===== config.mk =====
export PLATFORM = sky130hd
export DESIGN_NAME = scd_sample_timer
export DESIGN_NICKNAME = d
export VERILOG_FILES = /design/src/rtl/scd_pkg.sv /design/src/rtl/scd_run_ctl.sv /design/src/rtl/scd_divider.sv /design/src/rtl/scd_duration.sv /design/src/rtl/scd_fill.sv /design/src/rtl/scd_sample_timer.sv
export SDC_FILE = /design/constraint.sdc
export NUM_CORES = 1
export LEC_CHECK = 0
export CORE_ASPECT_RATIO = 0.75
export CORE_MARGIN = 5
export CORE_UTILIZATION = 39
export CTS_CLUSTER_DIAMETER = 30
export CTS_CLUSTER_SIZE = 25
export DETAILED_ROUTE_END_ITERATION = 8
export DONT_BUFFER_PORTS = 1
export GPL_TIMING_DRIVEN = 0
export PLACE_DENSITY_LB_ADDON = 0.05
export RECOVER_POWER = 25
export SLEW_MARGIN = 15
export SYNTH_ARGS = -nofsm -noshare
export SYNTH_HDL_FRONTEND = slang
export SYNTH_SLANG_ARGS = --single-unit

===== constraint.sdc =====
create_clock -name clk -period 4.6 [get_ports clk]
set_input_delay 0.69 -clock clk [delete_from_list [all_inputs] [get_ports clk]]
set_output_delay 0.69 -clock clk [all_outputs]
set_load 0.01 [all_outputs]

===== src/rtl/scd_pkg.sv =====
// Shared types for the sample strobe divider.
// Assumes start and stop are single-cycle or level pulses sampled on clk.
package scd_pkg;
    // Run command decoded once from start/stop; stop has priority.
    typedef enum logic [1:0] {
        RC_HOLD  = 2'd0,
        RC_STOP  = 2'd1,
        RC_START = 2'd2
    } run_cmd_e;
endpackage


===== src/rtl/scd_run_ctl.sv =====
// Run control: decodes start/stop and latches the divider configuration.
// Assumes configuration inputs are valid in the cycle start is high.
module scd_run_ctl
    import scd_pkg::*;
#(
    parameter int DIV_W = 32
) (
    input  logic             clk,
    input  logic             rst_n,
    input  logic             start,
    input  logic             stop,
    input  logic             cfg_bypass,
    input  logic [DIV_W-1:0] cfg_div_max,
    output run_cmd_e         cmd,
    output logic             running,
    output logic             byp_q,
    output logic [DIV_W-1:0] div_q
);
    // Decode the command; stop wins over start.
    always_comb begin
        if (stop)       cmd = RC_STOP;
        else if (start) cmd = RC_START;
        else            cmd = RC_HOLD;
    end

    // Hold run state and the configuration taken at start.
    always_ff @(posedge clk) begin
        if (!rst_n) begin
            running <= 1'b0;
            byp_q   <= 1'b0;
            div_q   <= '0;
        end else if (cmd == RC_STOP) begin
            running <= 1'b0;
            byp_q   <= 1'b0;
        end else if (cmd == RC_START) begin
            running <= 1'b1;
            byp_q   <= cfg_bypass;
            div_q   <= cfg_div_max;
        end
    end

    p_stop_idle_r8: assert property (@(posedge clk) disable iff (!rst_n)
        (cmd == RC_STOP) |=> (!running && !byp_q));
endmodule


===== src/rtl/scd_divider.sv =====
// Strobe divider: one strobe per div_q+1 cycles, or every cycle when skipped.
// Assumes div_q and byp_q only change on a run command.
module scd_divider
    import scd_pkg::*;
#(
    parameter int DIV_W = 32
) (
    input  logic             clk,
    input  logic             rst_n,
    input  run_cmd_e         cmd,
    input  logic             running,
    input  logic             byp_q,
    input  logic [DIV_W-1:0] div_q,
    output logic             sample_en
);
    logic [DIV_W-1:0] cnt;

    // Count toward the terminal value; restart on any command or in skip mode.
    always_ff @(posedge clk) begin
        if (!rst_n)                                  cnt <= '0;
        else if (cmd != RC_HOLD || !running || byp_q) cnt <= '0;
        else if (cnt == div_q)                       cnt <= '0;
        else                                         cnt <= cnt + 1'b1;
    end

    // Strobe at the terminal value, or always when skipped.
    assign sample_en = running && (byp_q || (cnt == div_q));

    p_gap_r1: assert property (@(posedge clk) disable iff (!rst_n)
        (sample_en && !byp_q && div_q != '0 && cmd == RC_HOLD) |=> !sample_en);
endmodule


===== src/rtl/scd_duration.sv =====
// Duration timer: one unit per TICKS_PER_UNIT cycles of the running clock.
// Assumes TICKS_PER_UNIT >= 2; the time base is not scaled in skip mode.
module scd_duration
    import scd_pkg::*;
#(
    parameter int TICKS_PER_UNIT = 100000,
    parameter int DUR_W          = 32
) (
    input  logic             clk,
    input  logic             rst_n,
    input  run_cmd_e         cmd,
    input  logic             running,
    output logic [DUR_W-1:0] duration
);
    localparam int TICK_W = $clog2(TICKS_PER_UNIT);
    localparam logic [TICK_W-1:0] TICK_LAST = TICK_W'(TICKS_PER_UNIT - 1);

    logic [TICK_W-1:0] tick;

    // Advance the prescaler and bump the unit count on its wrap.
    always_ff @(posedge clk) begin
        if (!rst_n) begin
            tick     <= '0;
            duration <= '0;
        end else if (cmd == RC_START) begin
            tick     <= '0;
            duration <= '0;
        end else if (cmd == RC_STOP) begin
            tick     <= '0;
        end else if (running) begin
            if (tick == TICK_LAST) begin
                tick     <= '0;
                duration <= duration + 1'b1;
            end else begin
                tick     <= tick + 1'b1;
            end
        end
    end

    p_dur_step_r4: assert property (@(posedge clk) disable iff (!rst_n)
        (cmd == RC_HOLD) |=> (duration == $past(duration) ||
                              duration == DUR_W'($past(duration) + 1'b1)));
endmodule


===== src/rtl/scd_fill.sv =====
// Fill tracker: sticky trigger flag and post-trigger sample count.
// Assumes the full threshold MEM_DEPTH - FULL_MARGIN is positive.
module scd_fill
    import scd_pkg::*;
#(
    parameter int MEM_DEPTH   = 1024,
    parameter int FULL_MARGIN = 16,
    parameter int FILL_W      = $clog2(MEM_DEPTH + 1)
) (
    input  logic              clk,
    input  logic              rst_n,
    input  run_cmd_e          cmd,
    input  logic              running,
    input  logic              sample_en,
    input  logic              trigger_hit,
    output logic              triggered,
    output logic [FILL_W-1:0] fill_count,
    output logic              mem_avail
);
    localparam logic [FILL_W-1:0] FULL_LIMIT = FILL_W'(MEM_DEPTH - FULL_MARGIN);

    // Latch the trigger and count stored samples up to the threshold.
    always_ff @(posedge clk) begin
        if (!rst_n) begin
            triggered  <= 1'b0;
            fill_count <= '0;
        end else if (cmd == RC_START) begin
            triggered  <= 1'b0;
            fill_count <= '0;
        end else if (cmd == RC_HOLD) begin
            if (running && trigger_hit)
                triggered <= 1'b1;
            if (sample_en && triggered && fill_count < FULL_LIMIT)
                fill_count <= fill_count + 1'b1;
        end
    end

    assign mem_avail = (fill_count != FULL_LIMIT);

    p_fill_cap_r5: assert property (@(posedge clk) disable iff (!rst_n)
        fill_count <= FULL_LIMIT);
    p_fill_pretrig_r5: assert property (@(posedge clk) disable iff (!rst_n)
        (!triggered && cmd == RC_HOLD) |=> (fill_count == $past(fill_count)));
    p_trig_sticky_r7: assert property (@(posedge clk) disable iff (!rst_n)
        (triggered && cmd != RC_START) |=> triggered);
endmodule


===== src/rtl/scd_sample_timer.sv =====
// Top: sample strobe divider, capture duration timer and fill status.
// Assumes clk is the reference, or the fast clock when skip mode is chosen.
module scd_sample_timer
    import scd_pkg::*;
#(
    parameter int DIV_W          = 32,
    parameter int DUR_W          = 32,
    parameter int TICKS_PER_UNIT = 100000,
    parameter int MEM_DEPTH      = 1024,
    parameter int FULL_MARGIN    = 16,
    localparam int FILL_W        = $clog2(MEM_DEPTH + 1)
) (
    input  logic              clk,
    input  logic              rst_n,
    input  logic              start,
    input  logic              stop,
    input  logic              cfg_bypass,
    input  logic [DIV_W-1:0]  cfg_div_max,
    input  logic              trigger_hit,
    output logic              sample_en,
    output logic [FILL_W-1:0] fill_count,
    output logic [DUR_W-1:0]  duration,
    output logic              triggered,
    output logic              mem_avail,
    output logic              capturing
);
    run_cmd_e         cmd;
    logic             running;
    logic             byp_q;
    logic [DIV_W-1:0] div_q;

    scd_run_ctl #(.DIV_W(DIV_W)) u_ctl (
        .clk(clk), .rst_n(rst_n), .start(start), .stop(stop),
        .cfg_bypass(cfg_bypass), .cfg_div_max(cfg_div_max),
        .cmd(cmd), .running(running), .byp_q(byp_q), .div_q(div_q)
    );

    scd_divider #(.DIV_W(DIV_W)) u_div (
        .clk(clk), .rst_n(rst_n), .cmd(cmd), .running(running),
        .byp_q(byp_q), .div_q(div_q), .sample_en(sample_en)
    );

    scd_duration #(.TICKS_PER_UNIT(TICKS_PER_UNIT), .DUR_W(DUR_W)) u_dur (
        .clk(clk), .rst_n(rst_n), .cmd(cmd), .running(running),
        .duration(duration)
    );

    scd_fill #(.MEM_DEPTH(MEM_DEPTH), .FULL_MARGIN(FULL_MARGIN), .FILL_W(FILL_W)) u_fill (
        .clk(clk), .rst_n(rst_n), .cmd(cmd), .running(running),
        .sample_en(sample_en), .trigger_hit(trigger_hit),
        .triggered(triggered), .fill_count(fill_count), .mem_avail(mem_avail)
    );

    // Capture is live while running and memory remains.
    assign capturing = running && mem_avail;

    p_skip_strobe_r2: assert property (@(posedge clk) disable iff (!rst_n)
        ($past(cmd) == RC_START && $past(cfg_bypass) && cmd == RC_HOLD) |-> sample_en);
    p_stop_quiet_r8: assert property (@(posedge clk) disable iff (!rst_n)
        stop |=> (!sample_en && !capturing));
endmodule


==> metrics.md <==
| Metric | Value |
|---|---|
| Outcome | complete, no violations |
| Warnings, synthesis | 0 |
| Initial antenna violation count | 0 |
| Syn_area_per_cell | 8.52 um^2 |
| Hold Path Class | input port to flip-flop |
| CTS tree | yes |
| Synth Flop Type | dfxtp_1 |
| Die height | 115 um |
| Post-route cell area | 6640 um^2 |
| H-tree depth | 4 |
| Final Wtd Congestion | 0.791 |
| Worst hold margin | 0.404 ns |
| WL per Instance | 15.8 um |
| Clk Latency, worst-skew pair | 0.42 ns |
| Sequential share of the synthesized area | 44.1% |
| # Max-Cap Violations | 0 |
| Cell variety after synth | 37 |
| Cell area after synthesis | 5770 um^2 |
| CTS sink cnt | 127 |
| Fmax | 295 MHz |
| Number of global-route vias before repair | 4478 |
| Power density over the cells | 395 nW/um^2 |
| Commonest non-fill, non-tap cell in the layout | dfxtp_1 |
| Synth Register Bits | 127 |
| RSZ-0062 raised after global routing | no |
| Die area | 17400 um^2 |
| Most frequent cells in the layout | dfxtp_1 (127), nand2_1 (94), nor2_1 (92) |
| DRC viols | 0 |
| Fill count | 1471 |
| Aggregate negative setup slack | 0 ns |
| Clk root buf | clkbuf_16 |
| Largest family of logic cells by synthesized area | simple AND/OR/NAND/NOR gates |
| Leakage power | 2.15 nW |
| Post-synth top area cell | dfxtp_1 |
| Async SR Flop Fraction | 0% |
| Startpoint types | flip-flop |
| Total iterations of the first detailed-routing run | 4 |
| Post-CTS resize count | 0 |
| Via/cell ratio | 4.99 |
| Final WL | 14.4 mm |
| Die Wd | 150 um |
| Top-area cell type share of the netlist area | 44.1% |
| Total gr overflow | 0 |
| Total power | 0.00262 W |
| Share of cells above drive strength 1 | 5.64% |
| Cells after Synth | 677 |
| First-pass GRT wire length | 23.4 mm |
| Layout Area Growth over Synthesis | 15.1% |
| CP Capture Type | primary output |
| Post-Place Cell Area | 6020 um^2 |
| Simple-Gate Fraction of Synth Area | 28.5% |
| Crit path kind | flip-flop to primary output |
| Std-Cell Rows | 38 |
| Ports | 85 |
| Clock skew | 0.00813 ns |
| Hold_buf cts | 0 |
| # diodes | 0 |
| Main area contributors after synthesis | dfxtp_1 (44%), xnor2_1 (7.9%), xor2_1 (7.7%) |
| Total core area | 14500 um^2 |
| Reg clk slew, reported paths | 0.06 ns |
| CTS Buf Count | 17 |
| DR iter-0 viols | 248 |
| Mux contribution to synthesized area | 0.542% |
| Synth Area in Adders | 1.08% |
| Slew HR | 45.8% |
| Port-buffer cells | 0 |
| Min Tclk post-route | 3.39 ns |
| Post-CTS setup buffer count | 0 |
| Final period util | 73.8% |
| Net Count, Synth | 720 |
| Critical path data arrival time | 2.70 ns |
| Initial core utilization | 39.8% |
| Fin. max-slew vios | 0 |
| Critical path fanouts, max | 10 |
| Final hold vios | 0 |
| Layout Cells excl Fill | 909 |
| Post-synthesis compound-gate area fraction | 7.37% |
| DRT antenna net count | 0 |
| CTS Buffer Depth | 2 |
| Via count | 4538 |
| # setup viols final | 0 |
| Largest net degree at the start of global routing | 17 |
| Slew @ Worst Pin | 0.801 ns |
| Worst path required time | 3.91 ns |
| Post-DP HPWL | 10.8 mm |
| Placed insts | 877 |
| Post-Synth XOR/XNOR Area | 15.6% |
| EDFF count, synth | 0 |
| Max IR drop VDD | 0.237 mV |
| Final-stage net count | 739 |
| GRT Total Usage | 17.4% |
routing by layer:
layer	vias to the layer above	wire length (um)	GRT usage, %
li1	2330	-	-
met1	2118	7410	24.8
met2	86	5850	24.8
met3	4	1030	6.62
met4	0	61	4.39
met5	-	0	0
worst paths after layout:
path / slack (ns) / cells after the start / end / startpoint
worst max-delay path: 1.21 / 8 / sample_en / u_div.cnt[9]
worst min-delay path: 0.40 / 2 / u_ctl.running / start
worst max register to register: 1.78 / 6 / u_dur.tick[11] / u_dur.tick[5]
worst min register to register: 0.48 / 2 / u_ctl.div_q[2] / u_ctl.div_q[2]
worst max-delay path, stage by stage, from the launching register on:
cell	delay [ns]
dfxtp_1	0.30
clkbuf_1	0.34
xnor2_1	0.17
nand4_1	0.18
nor4_1	0.31
a21oi_1	0.15
clkbuf_1	0.25
clkbuf_1	0.28
nor2b_1	0.31
stage by stage:
| stage | utilization (%) | worst slack [ns] |
|---|---|---|
| 6_report | 45.8 | 1.21 |
| 2_1_floorplan | - | 2.18 |
| 4_1_cts | 45.8 | 1.14 |
| 3_5_place_dp | 41.5 | 1.56 |
| 3_3_place_gp | 41.5 | 1.58 |
| 5_1_grt | 45.8 | 0.939 |
area by class of cell:
type                            count  area [um^2]  area share (%)
Multi-Input combinational cell    508         3070            46.2
Sequential cell                   127         2540            38.3
Clock buffer                       18          429            6.46
Tap cell                          200          250            3.77
Clock inverter                     14          193            2.90
Buffer                             32          123            1.85
Inverter                           10         37.5           0.565
report_power, final:
group	total (W)	switching [W]	internal, W
Clock	0.00141	0.000508	0.000906
Combinational	0.0000841	0.0000540	0.0000300
Sequential	0.00112	0.0000107	0.00111
cells in the mapped netlist (2+ instances only):
cell type / count
a21boi_0: 32
a21oi_1: 15
and2_1: 6
and3_1: 17
and4_1: 9
buf_2: 2
clkbuf_1: 29
dfxtp_1: 127
ha_1: 5
inv_1: 10
mux2i_1: 2
nand2_1: 94
nand2b_1: 4
nand3_1: 38
nand4_1: 33
nor2_1: 92
nor2b_1: 4
nor3_1: 5
nor4_1: 3
nor4b_4: 2
o211ai_1: 2
o21ai_0: 13
o31ai_1: 3
or2_2: 2
or3_1: 10
or4_1: 5
or4b_1: 2
xnor2_1: 52
xor2_1: 51
registers in the layout, summed over array words and instances (netlist names):
signal	cells
u_fill.fill_count	11
u_div.cnt	32
u_dur.tick	17
u_ctl.div_q	32
u_dur.duration	32
u_fill.triggered	1
u_ctl.byp_q	1
u_ctl.running	1
cells by family (layout without fill, tap and decap cells):
logic type | after synthesis | count (layout)
buf+inv | 42 | 74
simple gates | 331 | 331
fa+ha+maj | 5 | 5
mux | 3 | 3
compound gates | 66 | 66
xor+xnor | 103 | 103
flops | 127 | 127
Note: power is estimated with default switching activity, not from simulation.
